**src/rtl/sar_adc_pkg.sv**
```systemverilog
package sar_adc_pkg;
  // status register field positions
  localparam int CsrW     = 7;
  localparam int ChLo     = 0;
  localparam int ChHi     = 2;
  localparam int BitScan  = 3;
  localparam int BitIe    = 4;
  localparam int BitRun   = 5;
  localparam int BitDone  = 6;
  // address map
  localparam int AddrCsr   = 0;
  localparam int AddrData0 = 1;
endpackage

```
**src/rtl/sar_trig_sync.sv**
```systemverilog
module sar_trig_sync #(
  parameter int STAGES = 2
) (
  input  logic clk,
  input  logic rst_n,
  input  logic trig_in,
  output logic rise
);
  logic [STAGES:0] sh_q, sh_d;

  always_comb sh_d = {sh_q[STAGES-1:0], trig_in};

  always_ff @(posedge clk or negedge rst_n) begin
    if (!rst_n) sh_q <= '0;
    else        sh_q <= sh_d;
  end

  assign rise = sh_q[STAGES-1] & ~sh_q[STAGES];
endmodule

```
**src/rtl/sar_search.sv**
```systemverilog
module sar_search #(
  parameter int RES_BITS = 10
) (
  input  logic                clk,
  input  logic                rst_n,
  input  logic                go,
  input  logic                abort,
  input  logic                cmp_hi,
  output logic                busy,
  output logic                fin,
  output logic [RES_BITS-1:0] result,
  output logic [RES_BITS-1:0] dac_code
);
  localparam int IDX_W = $clog2(RES_BITS);

  logic                busy_q, busy_d;
  logic [RES_BITS-1:0] code_q, code_d, keep;
  logic [IDX_W-1:0]    idx_q, idx_d, idx_m1;
  logic                en;

  assign idx_m1 = idx_q - IDX_W'(1);

  always_comb begin
    busy_d = busy_q;
    code_d = code_q;
    idx_d  = idx_q;
    fin    = 1'b0;
    keep   = code_q;
    if (!cmp_hi) keep[idx_q] = 1'b0;
    if (busy_q) begin
      if (abort) begin
        busy_d = 1'b0;
        code_d = '0;
        idx_d  = '0;
      end else if (idx_q == '0) begin
        fin    = 1'b1;
        busy_d = 1'b0;
        code_d = '0;
      end else begin
        code_d         = keep;
        code_d[idx_m1] = 1'b1;
        idx_d          = idx_m1;
      end
    end else if (go) begin
      busy_d                 = 1'b1;
      code_d                 = '0;
      code_d[RES_BITS-1]     = 1'b1;
      idx_d                  = IDX_W'(RES_BITS - 1);
    end
  end

  assign en = busy_q | go;

  always_ff @(posedge clk or negedge rst_n) begin
    if (!rst_n) begin
      busy_q <= 1'b0;
      code_q <= '0;
      idx_q  <= '0;
    end else if (en) begin
      busy_q <= busy_d;
      code_q <= code_d;
      idx_q  <= idx_d;
    end
  end

  assign busy     = busy_q;
  assign result   = keep;
  assign dac_code = code_q;
endmodule

```
**src/rtl/sar_adc_ctrl.sv**
```systemverilog
module sar_adc_ctrl
  import sar_adc_pkg::*;
#(
  parameter int RES_BITS    = 10,
  parameter int NUM_DREG    = 4,
  parameter int ADDR_W      = 3,
  parameter int SYNC_STAGES = 2
) (
  input  logic                clk,
  input  logic                rst_n,
  input  logic                bus_we,
  input  logic                bus_re,
  input  logic [ADDR_W-1:0]   bus_addr,
  input  logic [CsrW-1:0]     bus_wdata,
  output logic [RES_BITS-1:0] bus_rdata,
  input  logic                ext_trig,
  input  logic                cmp_hi,
  output logic [RES_BITS-1:0] dac_code,
  output logic                irq
);
  localparam int DIDX_W = $clog2(NUM_DREG);
  localparam int CH_W   = ChHi - ChLo + 1;

  // reset: asserted asynchronously, released after two clocks
  logic rst_s1_q, rst_n_int;
  always_ff @(posedge clk or negedge rst_n) begin
    if (!rst_n) {rst_n_int, rst_s1_q} <= 2'b00;
    else        {rst_n_int, rst_s1_q} <= {rst_s1_q, 1'b1};
  end

  logic csr_wr, csr_rd, sw_go, trig_rise, go_idle, abort, busy, fin;
  logic [RES_BITS-1:0] result;

  assign csr_wr  = bus_we && (bus_addr == ADDR_W'(AddrCsr));
  assign csr_rd  = bus_re && (bus_addr == ADDR_W'(AddrCsr));
  assign sw_go   = csr_wr && bus_wdata[BitRun];
  assign go_idle = (sw_go || trig_rise) && !busy;
  assign abort   = csr_wr && !bus_wdata[BitRun] && busy;

  sar_trig_sync #(.STAGES(SYNC_STAGES)) u_sync (
    .clk     (clk),
    .rst_n   (rst_n_int),
    .trig_in (ext_trig),
    .rise    (trig_rise)
  );

  sar_search #(.RES_BITS(RES_BITS)) u_search (
    .clk      (clk),
    .rst_n    (rst_n_int),
    .go       (go_idle),
    .abort    (abort),
    .cmp_hi   (cmp_hi),
    .busy     (busy),
    .fin      (fin),
    .result   (result),
    .dac_code (dac_code)
  );

  // configuration fields
  logic [CH_W-1:0]   ch_q, ch_d;
  logic              scan_q, scan_d, ie_q, ie_d;
  logic [DIDX_W-1:0] tgt_q, tgt_d;
  logic              done_q, done_d, armed_q, armed_d;

  always_comb begin
    ch_d   = bus_wdata[ChHi:ChLo];
    scan_d = bus_wdata[BitScan];
    ie_d   = bus_wdata[BitIe];
    tgt_d  = csr_wr ? bus_wdata[ChLo +: DIDX_W] : ch_q[DIDX_W-1:0];
  end

  always_ff @(posedge clk or negedge rst_n_int) begin
    if (!rst_n_int) begin
      ch_q   <= '0;
      scan_q <= 1'b0;
      ie_q   <= 1'b0;
    end else if (csr_wr) begin
      ch_q   <= ch_d;
      scan_q <= scan_d;
      ie_q   <= ie_d;
    end
  end

  always_ff @(posedge clk or negedge rst_n_int) begin
    if (!rst_n_int)   tgt_q <= '0;
    else if (go_idle) tgt_q <= tgt_d;
  end

  // completion flag with read-then-write-zero clear
  always_comb begin
    done_d  = done_q;
    armed_d = armed_q;
    if (csr_rd && done_q) armed_d = 1'b1;
    if (csr_wr && !bus_wdata[BitDone] && armed_q) begin
      done_d  = 1'b0;
      armed_d = 1'b0;
    end
    if (fin) done_d = 1'b1;
  end

  always_ff @(posedge clk or negedge rst_n_int) begin
    if (!rst_n_int) begin
      done_q  <= 1'b0;
      armed_q <= 1'b0;
    end else begin
      done_q  <= done_d;
      armed_q <= armed_d;
    end
  end

  // result registers
  logic [NUM_DREG-1:0] dreg_en;
  logic [RES_BITS-1:0] dreg_q [NUM_DREG];

  for (genvar g = 0; g < NUM_DREG; g++) begin : g_den
    assign dreg_en[g] = fin && (tgt_q == DIDX_W'(g));
  end

  always_ff @(posedge clk or negedge rst_n_int) begin
    if (!rst_n_int) begin
      for (int i = 0; i < NUM_DREG; i++) dreg_q[i] <= '0;
    end else begin
      for (int i = 0; i < NUM_DREG; i++)
        if (dreg_en[i]) dreg_q[i] <= result;
    end
  end

  // read mux
  logic [CsrW-1:0] csr_view;
  always_comb begin
    csr_view              = '0;
    csr_view[ChHi:ChLo]   = ch_q;
    csr_view[BitScan]     = scan_q;
    csr_view[BitIe]       = ie_q;
    csr_view[BitRun]      = busy;
    csr_view[BitDone]     = done_q;
    bus_rdata             = '0;
    if (bus_addr == ADDR_W'(AddrCsr)) bus_rdata = RES_BITS'(csr_view);
    for (int i = 0; i < NUM_DREG; i++)
      if (bus_addr == ADDR_W'(AddrData0 + i)) bus_rdata = dreg_q[i];
  end

  assign irq = done_q & ie_q;
endmodule

```
**config.mk**
```make
export PLATFORM = sky130hd
export DESIGN_NAME = sar_adc_ctrl
export DESIGN_NICKNAME = d
export VERILOG_FILES = /design/src/rtl/sar_adc_pkg.sv /design/src/rtl/sar_trig_sync.sv /design/src/rtl/sar_search.sv /design/src/rtl/sar_adc_ctrl.sv
export SDC_FILE = /design/constraint.sdc
export NUM_CORES = 1
export LEC_CHECK = 0
export ABC_AREA = 1
export ABC_CLOCK_PERIOD_IN_PS = 3500
export BUFFER_PORTS_ARGS = -buffer_cell sky130_fd_sc_hd__buf_2
export CORE_MARGIN = 10
export CORE_UTILIZATION = 50
export CTS_CLUSTER_SIZE = 20
export DETAILED_ROUTE_END_ITERATION = 8
export HOLD_SLACK_MARGIN = 0.1
export PLACE_DENSITY_LB_ADDON = 0.25
export SYNTH_ARGS = -nofsm -noshare
export SYNTH_HDL_FRONTEND = slang
export SYNTH_HIERARCHICAL = 1
export SYNTH_SLANG_ARGS = --single-unit
```
**constraint.sdc**
```tcl
create_clock -name clk -period 3.5 [get_ports clk]
set_input_delay 0.875 -clock clk [delete_from_list [all_inputs] [get_ports clk]]
set_output_delay 0.875 -clock clk [all_outputs]
set_load 0.01 [all_outputs]
```
==> results, run 1 <==
- The count of non-filler cells in the finished layout is 550.
- The source of the worst register-to-register timing path is u_search/idx_q[0].
- Once layout is complete, the utilization of the core stands at 0.594.
- In the global route stage, met3 resource usage came out at 0.0344.
- Global routing finished with a remaining overflow of 0.
- The count of different cell masters after synthesis is 24.
- The clock latency of the later-clocked register in the worst-skew pair is approximately 0.35 ns.
- The final estimated routing congestion in global placement is 0.860.
- The number of antenna violations at the first check in global routing is 0.
- The number of synthesis warnings is 6.
- The classification of the worst setup path is primary input to primary output.
- The sort of element at the end of the critical path is a primary output.
- Between clock sinks in the finished design, the worst skew comes to 0.0101 ns.
- The routed design has between 8000 and 9000 um of wire.
- The remaining max-slew budget at the tightest pin is 0.396.
- The first detailed-routing pass took 6 iterations.
- The setup check on the worst reg-to-reg path leaves a slack of 0.96 ns.
- The minimum period implied by the final worst setup slack is between 2 and 3 ns.
- Clock-pin slew was measured on the worst setup and hold paths at 0.07 ns.
- The run finished with clean final reports.
- For this run, the post-layout net count is 490.
- The overall power of the completed layout is 2.81 mW.
- The worst setup path is launched from a primary input.
- CTS saw between 60 and 70 sinks.
- The endpoint identified for the worst register-to-register timing path is dreg_q[1].
- The required arrival time at the worst endpoint is 2.62 ns.
- For met1 alone, demand over resource in global routing was 0.212.
- After detailed routing, the average wire length per cell comes to 14.6 um.
- The repair_antennas step left the layout with diodes totalling 0.
- The peak clock frequency supported by timing is 0.352 GHz.
- The longest clock path from root to sink contains 2 buffers.
- The final critical-path share of the clock period is 0.811.
- The root buffer cell chosen for the clock tree is sky130_fd_sc_hd__clkbuf_8.
- Input and output buffers added on the ports amount to 36.
- The starting density of the core is 0.525.
- The height of the die is 102 um.
- The mean instance size in the synthesized netlist is a little under 8 um^2.
- Setup violations remaining at the end of the flow were counted as 0.
- The die is 102 um wide.
- The number of hold-repair buffers added at the cts stage is 0.
- The depth of the CTS H-tree is 3.
- The leakage power is 2.04 nW.
- The number of global-route vias before repair is around 2800.
- The final-layout fill cell count is 602.
- Once detail routing completed, the nets flagged for antenna violations numbered 0.
- The setup TNS after final layout is 0 ns.
- The most crowded layer after global routing is met2.
- The first global-routing pass estimated 13600 um of wire.
- The depth of the worst register-to-register path is 8.
- The maximum vdd drop is 0.435 mV.
- At the pin with the least slew margin, the transition time is 0.906 ns.
- Across the run, the number of max-cap violations was 0.
- The count of final max-slew check failures is 0.
- Data arrives at the worst endpoint at 1.96 ns.
- In the routed design, unresolved DRC markers number 0.
- Of the cells placed in the final design, the portion with a size suffix greater than 1 is 0.156.
- The die covers 0.0105 mm^2.
- The number of buffers added by the clock tree synthesis step is 9.
- From synthesis to final layout, the design area changed by 13.1%.
- Dividing the detail-routed via count by the number of cells gives 5.29.
- The post-cts gate resize count is 0.
- The hold violation count in the final report is 0.
- Buffers added to address setup during post-CTS repair amount to 0.
- Detailed placement ended at an HPWL of approximately 6000 um.
- The routed layout has slightly below 3000 vias.
- The share of the yosys chip area belonging to registers is 0.509.
- The path class of the tightest hold or removal check is primary input to async pin.
- The synthesized design contains 69 register bits.
- The cell total after placement is 534.
- For this design the top-level I/O count stands at 37.
- Row generation in the floorplan step produced 29 rows.
- For met2 alone, demand over resource in global routing was 0.250.
- In this run, the number of DRC markers left after iteration 0 of detailed routing was 180.
- The core region is 0.00646 mm^2.
- In this run the power density over the cells is 732 mW/mm^2.
- Setup repair after global routing left no endpoint under its margin.
- TritonCTS built the clock tree.
- The synthesized netlist occupies a cell area of 0.00339 mm^2.
- Across every metal layer, demand over resource in global routing totals 0.163.
- In this run the worst path has a maximum fanout of 15.
- The pin count of the biggest net entering global routing is between 40 and 50.
- The number of nets in the synthesized netlist is 452.
- In the synthesized netlist, the number of instances is 430.
worst max-delay path by stage:
stage | from | end | slack, ns
finish | bus_addr[2] | bus_rdata[6] | 0.66
floorplan | bus_addr[1] | bus_rdata[0] | 1.15
global placement | bus_addr[1] | dreg_q[8] | 0.53
global route | bus_addr[1] | dreg_q[1] | 0.48
detailed placement | bus_addr[1] | dreg_q[1] | 0.46
CTS | bus_addr[2] | bus_rdata[6] | 0.67
Yosys cell counts:
library cell / count / area share
sky130_fd_sc_hd__dfrtp_1: 69 / 0.51
sky130_fd_sc_hd__nand3_2: 3 / 0.0089
sky130_fd_sc_hd__a21oi_1: 2 / 0.0030
sky130_fd_sc_hd__inv_1: 49 / 0.054
sky130_fd_sc_hd__conb_1: 1 / 0.0011
sky130_fd_sc_hd__o21ai_2: 1 / 0.0026
sky130_fd_sc_hd__nor2_4: 4 / 0.013
sky130_fd_sc_hd__o21bai_1: 1 / 0.0022
sky130_fd_sc_hd__o21ai_0: 52 / 0.077
sky130_fd_sc_hd__nor3_4: 1 / 0.0048
sky130_fd_sc_hd__o21ai_1: 2 / 0.0030
sky130_fd_sc_hd__nand2_2: 4 / 0.0074
sky130_fd_sc_hd__nand2_1: 159 / 0.18
sky130_fd_sc_hd__clkbuf_1: 7 / 0.0078
sky130_fd_sc_hd__ha_1: 6 / 0.022
sky130_fd_sc_hd__nor3_2: 1 / 0.0030
sky130_fd_sc_hd__nand3_1: 23 / 0.034
sky130_fd_sc_hd__nor2_1: 16 / 0.018
sky130_fd_sc_hd__buf_6: 2 / 0.0066
sky130_fd_sc_hd__nor2_2: 3 / 0.0055
sky130_fd_sc_hd__nand4_1: 17 / 0.031
sky130_fd_sc_hd__nor3_1: 2 / 0.0030
sky130_fd_sc_hd__buf_2: 2 / 0.0030
sky130_fd_sc_hd__inv_2: 3 / 0.0033
worst max-delay path, stage by stage:
cell	delay (ns)
sky130_fd_sc_hd__buf_2	0.10
sky130_fd_sc_hd__inv_2	0.20
sky130_fd_sc_hd__nand2_2	0.14
sky130_fd_sc_hd__nor2_4	0.19
sky130_fd_sc_hd__inv_2	0.10
sky130_fd_sc_hd__nor2_1	0.09
sky130_fd_sc_hd__nor2_1	0.06
sky130_fd_sc_hd__nand3_1	0.07
sky130_fd_sc_hd__buf_2	0.13
metrics by stage:
step,setup slack [ns],hold WS [ns],area [um^2]
5_1_grt,0.476,0.301,3830
3_5_place_dp,0.458,0.336,3620
4_1_cts,0.669,0.295,3830
3_3_place_gp,0.533,0.333,3620
6_report,0.662,0.303,3830
2_1_floorplan,1.15,0.331,3390
logic make-up after synthesis:
group / count (synthesis) / synth area share
simple gates: 233 / 0.305
flops: 69 / 0.509
buf+inv: 63 / 0.0749
compound gates: 58 / 0.0875
fa+ha+maj: 6 / 0.0221
other cells: 1 / 0.00111
layer usage:
metal | vias to the layer above | share of wire
met4 | 0 | 0.025
met5 | - | 0
met2 | 102 | 0.44
met3 | 23 | 0.060
li1 | 1441 | -
met1 | 1344 | 0.47
cell type report:
type,count,area [um^2],area share
Clock inverter,3,42.5,0.0111
Sequential cell,69,1730,0.451
Tap cell,77,96.3,0.0251
Clock buffer,13,169,0.0440
Timing Repair Buffer,38,195,0.0509
Inverter,52,195,0.0509
Multi-Input combinational cell,298,1410,0.367
sequential cells by signal, indices dropped and copies added, names as in the netlist, 2 cells and up:
| signal | count |
|---|---|
| u_search/idx_q | 4 |
| u_search/dac_code | 10 |
| dreg_q | 40 |
| ch_q | 3 |
| tgt_q | 2 |
| u_sync/sh_q | 3 |
placed cells by master (no fill, tap or decap):
cell	count
sky130_fd_sc_hd__nand4_1	17
sky130_fd_sc_hd__o21ai_1	2
sky130_fd_sc_hd__clkbuf_1	1
sky130_fd_sc_hd__nand2_1	159
sky130_fd_sc_hd__clkinv_2	1
sky130_fd_sc_hd__nor3_4	1
sky130_fd_sc_hd__nand3_1	23
sky130_fd_sc_hd__nand2_2	4
sky130_fd_sc_hd__bufinv_16	1
sky130_fd_sc_hd__buf_2	36
sky130_fd_sc_hd__dfrtp_2	1
sky130_fd_sc_hd__nor2_2	3
sky130_fd_sc_hd__clkbuf_8	12
sky130_fd_sc_hd__dfrtp_1	68
sky130_fd_sc_hd__inv_2	3
sky130_fd_sc_hd__nand3_2	3
sky130_fd_sc_hd__nor2_1	16
sky130_fd_sc_hd__nor3_1	2
sky130_fd_sc_hd__o21ai_0	52
sky130_fd_sc_hd__conb_1	1
sky130_fd_sc_hd__o21ai_2	1
sky130_fd_sc_hd__a21oi_1	2
sky130_fd_sc_hd__o21bai_1	1
sky130_fd_sc_hd__nor2_4	4
sky130_fd_sc_hd__ha_1	6
sky130_fd_sc_hd__buf_4	2
sky130_fd_sc_hd__inv_1	49
sky130_fd_sc_hd__nor3_2	1
sky130_fd_sc_hd__clkinvlp_4	1
power breakdown:
part | internal [mW] | switching [mW] | total (mW)
Sequential | 1.02 | 0.192 | 1.22
Combinational | 0.296 | 0.617 | 0.913
Clock | 0.387 | 0.291 | 0.678
Note: power is estimated with default switching activity, not from simulation.
==> run 2, diff against run 1 <==
--- a/config.mk
+++ b/config.mk
@@ -5,8 +5,8 @@
 export SDC_FILE = /design/constraint.sdc
 export NUM_CORES = 1
 export LEC_CHECK = 0
-export ABC_AREA = 1
-export ABC_CLOCK_PERIOD_IN_PS = 3500
+export ABC_AREA = 0
+export ABC_CLOCK_PERIOD_IN_PS = 2620
 export BUFFER_PORTS_ARGS = -buffer_cell sky130_fd_sc_hd__buf_2
 export CORE_MARGIN = 10
 export CORE_UTILIZATION = 50
==> constraint.sdc (replaced) <==
create_clock -name clk -period 2.62 [get_ports clk]
set_input_delay 0.655 -clock clk [delete_from_list [all_inputs] [get_ports clk]]
set_output_delay 0.655 -clock clk [all_outputs]
set_load 0.01 [all_outputs]
==> results, run 2 <==
- The maximum vdd drop is 0.633 mV (was 0.435 mV).
- The area of the die was 0.0107 mm^2 (was 0.0105 mm^2).
- The area growth from synthesis to final layout was 19.8% (was 13.1%).
- The overall fraction of global-route tracks in use is 0.157 (was 0.163).
- The count of different cell masters after synthesis came to 53 (was 24).
- The required arrival time at the worst endpoint is 1.97 ns (was 2.62 ns).
- The number of placement rows was 30 (was 29).
- The utilization of the core after routing is 0.614 (was 0.594).
- The starting density of the core came to 0.512 (was 0.525).
- The worst setup timing slack at the placement stage is 0.121 ns (was 0.458 ns).
- The area of the mapped netlist is 0.00346 mm^2 (was 0.00339 mm^2).
- The height of the die is 103 um (was 102 um).
- The wire length reported by the detailed router came to 7850 um (was 8050 um).
- The CTS tree is built (unchanged).
- Setup repair after global routing missed its margin: no (unchanged).
- The setup slack after layout was 0.0922 ns (was 0.662 ns).
- The number of antenna violations at the first check in global routing is 0 (unchanged).
- The sort of element at the end of the critical path is a primary output (unchanged).
- The final antenna diode count is 0 (unchanged).
- The number of flops mapped to enable cells by yosys is 0 (unchanged).
- The clock tree root buffer cell is sky130_fd_sc_hd__clkbuf_8 (unchanged).
- The number of iterations in the first detailed-routing pass is 4 (was 6).
- Most numerous cell types in the synthesized netlist: sky130_fd_sc_hd__dfrtp_1, sky130_fd_sc_hd__mux2_2, sky130_fd_sc_hd__nand2_1, sky130_fd_sc_hd__inv_1 (was sky130_fd_sc_hd__nand2_1, sky130_fd_sc_hd__dfrtp_1, sky130_fd_sc_hd__o21ai_0, sky130_fd_sc_hd__inv_1, sky130_fd_sc_hd__nand3_1).
- The remaining max-slew budget at the tightest pin is 0.428 (was 0.396).
- The sink count of the clock tree is 69 (unchanged).
- The cell taking the most area after synthesis is sky130_fd_sc_hd__dfrtp_1 (unchanged).
- The cell total after placement is 414 (was 534).
- The violation count after the first detailed-route iteration is 106 (was 180).
- The number of synthesis warnings is 6 (unchanged).
- The ratio of routed vias to standard cells came to 5.73 (was 5.29).
- The largest register by flop count is dreg_q (unchanged).
- The most frequent standard cell in the layout excluding fill and tap cells is sky130_fd_sc_hd__dfrtp_1 (was sky130_fd_sc_hd__nand2_1).
- The mean instance size in the synthesized netlist is 12.0 um^2 (was 7.88 um^2).
- The clock skew came to 0.00678 ns (was 0.0101 ns).
- The startpoint type of the worst setup path was a primary input (unchanged).
- The final estimated routing congestion in global placement is 0.918 (was 0.860).
- The area share of the leading cell type in the synthesized netlist came to 0.499 (was 0.509).
- The classification of the worst setup path was primary input to primary output (unchanged).
- The number of post-CTS setup repair buffers is 0 (unchanged).
- The share of final-layout standard cells stronger than drive strength 1 came to 0.385 (was 0.156).
- The class of the worst hold path is register to async pin (was primary input to async pin).
- The max-capacitance violation count is 0 (unchanged).
- Leading cell types by total area after synthesis: sky130_fd_sc_hd__dfrtp_1, sky130_fd_sc_hd__mux2_2, sky130_fd_sc_hd__mux4_1, sky130_fd_sc_hd__ha_1, sky130_fd_sc_hd__mux2i_1 (was sky130_fd_sc_hd__dfrtp_1, sky130_fd_sc_hd__nand2_1, sky130_fd_sc_hd__o21ai_0, sky130_fd_sc_hd__inv_1, sky130_fd_sc_hd__nand3_1).
- The register clock-pin slew on the reported worst setup and hold paths is 0.07 ns (about the same).
- The clock tree buffer depth is 2 (unchanged).
- The number of placed I/O pins came to 37 (unchanged).
- The count of final max-slew check failures is 0 (unchanged).
- The number of nets in the synthesized netlist is 310 (was 452).
- In the finished design, the share of the clock period the worst path needs comes to 0.965.
- The count of antenna-violating nets left after detailed routing is 0 (unchanged).
- The pin count of the biggest net entering global routing is 26 (was 44).
- The arrival time of data at the critical path endpoint is 1.87 ns (was 1.96 ns).
- Based on the critical path, the design can be clocked at up to 0.396 GHz.
- The number of standard cells after synthesis was 288 (was 430).
- The count of vias placed by the detailed router was 2470 (was 2910).
- The number of global-route vias before repair is 2500 (was 2826).
- The number of buffers added by the clock tree synthesis step is 9 (unchanged).
- The power per cell area is 981 mW/mm^2 (was 732 mW/mm^2).
- Outcome: finished clean (unchanged).
- The count of non-filler cells in the finished layout came to 431 (was 550).
- The core area was 0.00676 mm^2 (was 0.00646 mm^2).
- The count of port buffers added during placement is 36 (unchanged).
- The net count of the finished layout is 368 (was 490).
- The minimum period implied by the final worst setup slack is about 2.5 ns.
- The share of the yosys chip area belonging to registers is 0.499 (was 0.509).
- The worst hold slack after final layout was 0.237 ns (was 0.303 ns).
- Most used cells in the layout excluding fill and tap cells: sky130_fd_sc_hd__dfrtp_1, sky130_fd_sc_hd__mux2_2, sky130_fd_sc_hd__buf_2 (was sky130_fd_sc_hd__nand2_1, sky130_fd_sc_hd__dfrtp_1, sky130_fd_sc_hd__o21ai_0).
- The leakage power was 2.00 nW (was 2.04 nW).
- The count of state elements after synthesis is 69 (unchanged).
- The largest fanout on the critical path is 11 (was 15).
- The die width came to 103 um (was 102 um).
- The proportion of synthesized flip-flops having asynchronous set or reset is 1.00 (unchanged).
- The dominant synthesized flop cell is sky130_fd_sc_hd__dfrtp_1 (unchanged).
- The global-route wire length before repair is 12700 um (was 13600 um).
- The final routed DRC violation total is 0 (unchanged).
- The setup TNS after final layout came to 0 ns (unchanged).
- The clock latency of the later-clocked register in the worst-skew pair is 0.34 ns (was 0.35 ns).
- The library cell with the highest instance count after synthesis is sky130_fd_sc_hd__dfrtp_1 (was sky130_fd_sc_hd__nand2_1).
- The flip-flop count of the largest register, all copies and words added came to 40 (unchanged).
- The hold violation count in the final report is 0 (unchanged).
- The total grt overflow is 0 (unchanged).
- The number of setup violations in the final report is 0 (unchanged).
- The slew of the pin with the lowest slew margin came to 0.851 ns (was 0.906 ns).
- The HPWL after detailed placement is 5780 um (was 5890 um).
- The depth of the CTS H-tree is 3 (unchanged).
- The detail-routed net length per standard cell is 18.2 um (was 14.6 um).
run 2: report_power, final:
part	internal, mW	switching, mW
combinational	0.681	0.793
clock	0.637	0.419
sequential	1.36	0.178
run 2: critical path, cell delays in order:
cell,delay (ns)
sky130_fd_sc_hd__buf_2,0.27
sky130_fd_sc_hd__buf_4,0.25
sky130_fd_sc_hd__mux2i_1,0.22
sky130_fd_sc_hd__a2bb2oi_1,0.22
sky130_fd_sc_hd__o22ai_1,0.11
sky130_fd_sc_hd__buf_2,0.15
run 2: cells by family (layout without fill, tap and decap cells):
group           after synthesis  in the layout  synth area share
fa+ha+maj                     6              6            0.0217
flops                        69             69             0.499
compound gates               62             62             0.125
simple gates                 62             62             0.106
buf+inv                      27             90            0.0354
mux                          61             61             0.212
other cells                   1              1           0.00108
run 2: final cells by class:
class,instances,area (um^2)
Inverter,12,45.0
Fill cell,533,2610
Timing Repair Buffer,62,415
Sequential cell,69,1730
Clock buffer,9,124
Multi-Input combinational cell,192,1610
Tap cell,80,100
Clock inverter,7,123
run 2: layer usage:
metal	track usage	share of wire	wire length [um]	vias to the layer above
li1	-	-	-	1162
met1	0.199	0.47	3720	1234
met2	0.254	0.47	3650	63
met3	0.0365	0.047	371	11
met4	0.0620	0.013	105	0
met5	0	0	0	-
run 2: timing repair:
item,4_1_cts,5_1_grt
hold buffers,1,0
endpoints found under the hold margin,2,0
gates resized for setup,0,0
run 2: worst paths after layout:
check,depth (start not counted),endpoint,slack (ns),from
hold / removal,0,u_search/dac_code[3],0.24,rst_n_int
max in group asynchronous,1,done_q,1.68,rst_n_int
setup / recovery,6,bus_rdata[5],0.09,bus_addr[0]
min in group clk,0,rst_n_int,0.36,rst_s1_q
hold reg to reg,0,u_search/dac_code[3],0.24,rst_n_int
setup reg to reg,8,dreg_q[39],0.31,u_search/idx_q[1]
run 2: stage by stage:
stage          total power, mW  cell area, um^2
3_5_place_dp              3.02             3890
2_1_floorplan             2.53             3460
6_report                  4.07             4150
5_1_grt                   4.32             4150
3_3_place_gp              2.99             3890
4_1_cts                   4.09             4150
==> run 3, diff against run 2 <==
--- a/config.mk
+++ b/config.mk
@@ -13,7 +13,7 @@
 export CTS_CLUSTER_SIZE = 20
 export DETAILED_ROUTE_END_ITERATION = 8
 export HOLD_SLACK_MARGIN = 0.1
-export PLACE_DENSITY_LB_ADDON = 0.25
+export PLACE_DENSITY = 0.71
 export SYNTH_ARGS = -nofsm -noshare
 export SYNTH_HDL_FRONTEND = slang
 export SYNTH_HIERARCHICAL = 1
==> results, run 3 (same netlist as run 2, synthesis figures left out) <==
- The met3 usage came to 0.0312 (was 0.0365).
- The final antenna diode count is 0 (unchanged).
- The clock tree buffer depth is 2 (unchanged).
- The classification of the worst setup path is primary input to primary output (unchanged).
- The largest fanout on the critical path was 16 (was 11).
- The number of buffers added by the clock tree synthesis step came to 9 (unchanged).
- The flip-flop count of the largest register, all copies and words added is 40 (unchanged).
- The slew of the pin with the lowest slew margin came to 0.803 ns (was 0.851 ns).
- The arrival time of data at the critical path endpoint is 1.79 ns (was 1.87 ns).
- The cell total after placement is 412 (was 414).
- The area of the die is 0.0107 mm^2 (unchanged).
- The area growth from synthesis to final layout was 18.7% (was 19.8%).
- Outcome: finished clean (unchanged).
- The wire length reported by the detailed router is 8020 um (was 7850 um).
- The setup TNS after final layout is 0 ns (unchanged).
- The power per cell area is 955 mW/mm^2 (was 981 mW/mm^2).
- The source of the worst register-to-register timing path is u_search/idx_q[1] (unchanged).
- The count of antenna-violating nets left after detailed routing came to 0 (unchanged).
- The clock latency of the later-clocked register in the worst-skew pair is 0.35 ns (was 0.34 ns).
- The count of non-filler cells in the finished layout is 429 (was 431).
- The max-capacitance violation count is 0 (unchanged).
- The sort of element at the end of the critical path is a primary output (unchanged).
- The clock skew is 0.00737 ns (was 0.00678 ns).
- The detail-routed net length per standard cell was 18.7 um (was 18.2 um).
- The share of final-layout standard cells stronger than drive strength 1 is 0.381 (was 0.385).
- The largest register by flop count is dreg_q (unchanged).
- The minimum period implied by the final worst setup slack is 2.44 ns (was 2.53 ns).
- Critical-path cell list: buf_2 -> buf_12 -> mux4_1 -> inv_1 -> o21ai_0 -> buf_2 (was buf_2 -> buf_4 -> mux2i_1 -> a2bb2oi_1 -> o22ai_1 -> buf_2).
- The cell with the most instances on the worst path is sky130_fd_sc_hd__buf_2 (unchanged).
- The peak clock frequency supported by timing is 0.409 GHz (was 0.396 GHz).
- The global-route wire length before repair came to 13300 um (was 12700 um).
- Most used cells in the layout excluding fill and tap cells: sky130_fd_sc_hd__dfrtp_1, sky130_fd_sc_hd__mux2_2, sky130_fd_sc_hd__buf_2 (unchanged).
- The number of global-route vias before repair is 2538 (was 2500).
- The sink count of the clock tree is 69 (unchanged).
- The net count of the finished layout is 366 (was 368).
- The starting density of the core is 0.512 (unchanged).
- The pin count of the biggest net entering global routing came to 68 (was 26).
- The start point of the worst min-delay path is u_sync/sh_q[0].
- The final estimated routing congestion in global placement is 0.860 (was 0.918).
- The required arrival time at the worst endpoint was 1.97 ns (about the same).
- The number of antenna violations at the first check in global routing is 0 (unchanged).
- The remaining max-slew budget at the tightest pin is 0.460 (was 0.428).
- The highest-delay cell along the critical path is sky130_fd_sc_hd__mux4_1 (was sky130_fd_sc_hd__buf_2).
- The core area is 0.00676 mm^2 (unchanged).
- The number of buffer and inverter stages on the critical path is 4 (was 3).
- The gate family responsible for the most delay along the worst path is multiplexers (was buffers and inverters).
- The count of port buffers added during placement was 36 (unchanged).
- The CTS tree is built (unchanged).
- The hold violation count in the final report was 0 (unchanged).
- The register clock-pin slew on the reported worst setup and hold paths is 0.07 ns (about the same).
- The most crowded layer after global routing is met2 (unchanged).
- The startpoint type of the worst setup path is a primary input (unchanged).
- The final routed DRC violation total is 0 (unchanged).
- The total grt overflow is 0 (unchanged).
- The depth of the CTS H-tree is 3 (unchanged).
- The worst hold slack after final layout was 0.350 ns (was 0.237 ns).
- The post-cts gate resize count is 0 (unchanged).
- The clock tree root buffer cell is sky130_fd_sc_hd__clkbuf_8 (unchanged).
- Setup repair after global routing missed its margin: no (unchanged).
- The HPWL after detailed placement came to 5690 um (was 5780 um).
- The delay contributed by the slowest stage of the critical path was 0.55 ns (was 0.27 ns).
- The class of the worst hold path is register to register (was register to async pin).
- The global-route met1 utilization came to 0.216 (was 0.199).
- The count of vias placed by the detailed router came to 2485 (was 2470).
- The maximum vdd drop is 0.596 mV (was 0.633 mV).
- The overall fraction of global-route tracks in use is 0.164 (was 0.157).
- The met2 track demand over resource was 0.255 (was 0.254).
- The number of post-CTS setup repair buffers is 0 (unchanged).
- The leakage power is 1.98 nW (was 2.00 nW).
- The height of the die is 103 um (unchanged).
- The die width is 103 um (unchanged).
- The final-layout fill cell count is 583 (was 533).
- The most frequent standard cell in the layout excluding fill and tap cells was sky130_fd_sc_hd__dfrtp_1 (unchanged).
- The number of placement rows is 30 (unchanged).
- The number of placed I/O pins came to 37 (unchanged).
- The final critical-path share of the clock period was 0.932 (was 0.965).
- The number of setup violations in the final report is 0 (unchanged).
- The count of final max-slew check failures was 0 (unchanged).
- The violation count after the first detailed-route iteration is 115 (was 106).
- The number of iterations in the first detailed-routing pass is 4 (unchanged).
- The ratio of routed vias to standard cells was 5.79 (was 5.73).
- The launching element of the worst setup path is bus_addr[0] (unchanged).
[run 3: changes by cell type in the layout (fill, tap and decap cells not counted)]
cell / previous run / this run
sky130_fd_sc_hd__inv_6: 1 / 0
sky130_fd_sc_hd__buf_12: 3 / 4
sky130_fd_sc_hd__clkinv_2: 0 / 1
sky130_fd_sc_hd__bufinv_16: 3 / 1
sky130_fd_sc_hd__buf_4: 22 / 19
sky130_fd_sc_hd__clkbuf_8: 9 / 11
[run 3: power breakdown]
part	switching [mW]	internal [mW]
combinational	0.804	0.672
clock	0.417	0.491
sequential	0.179	1.36
total	1.40	2.52
[run 3: layout make-up]
type | count | area (um^2) | share of cell area
flip-flops and latches | 69 | 1730 | 0.421
multi-input cells | 192 | 1610 | 0.393
repair buffers | 60 | 413 | 0.100
clock buffers | 11 | 151 | 0.0368
well taps | 80 | 100 | 0.0244
clock inverters | 5 | 58.8 | 0.0143
inverters | 12 | 45.0 | 0.0110
[run 3: worst paths after layout]
check	cells after the start	to	slack, ns
worst max-delay path	6	bus_rdata[3]	0.18
worst min-delay path	0	u_sync/sh_q[1]	0.35
worst max register to register	8	dreg_q[38]	0.29
worst min register to register	0	u_sync/sh_q[1]	0.35
max in group asynchronous	1	ch_q[1]	1.64
min in group asynchronous	1	u_search/dac_code[6]	0.44
[run 3: repair_timing]
item / 4_1_cts / 5_1_grt
hold buffers: 1 / 0
hold endpoints to repair: 2 / 0
endpoints found under the setup margin: 0 / 0
[run 3: layer usage]
| layer | vias up | share of wire |
|---|---|---|
| met5 | - | 0 |
| met1 | 1239 | 0.44 |
| met4 | 0 | 0.015 |
| met2 | 72 | 0.48 |
| li1 | 1165 | - |
| met3 | 9 | 0.064 |
[run 3: stage by stage]
stage | power, mW | instance area [um^2] | utilization | worst slack, ns
6_report | 3.92 | 4110 | 0.608 | 0.178
3_3_place_gp | 2.98 | 3890 | 0.576 | 0.171
5_1_grt | 4.19 | 4110 | 0.608 | 0.0673
4_1_cts | 3.95 | 4110 | 0.608 | 0.171
3_5_place_dp | 3.02 | 3890 | 0.576 | 0.175
2_1_floorplan | 2.53 | 3460 | - | 0.0996
[run 3: worst register-to-register path, delay by kind of cell, from the launching register on]
family | cells | cell delay, ns
muxes | 1 | 0.35
buffers and inverters | 2 | 0.33
adders and majority gates | 1 | 0.20
and+or+nand+nor | 4 | 0.97
DFF | 1 | 0.38
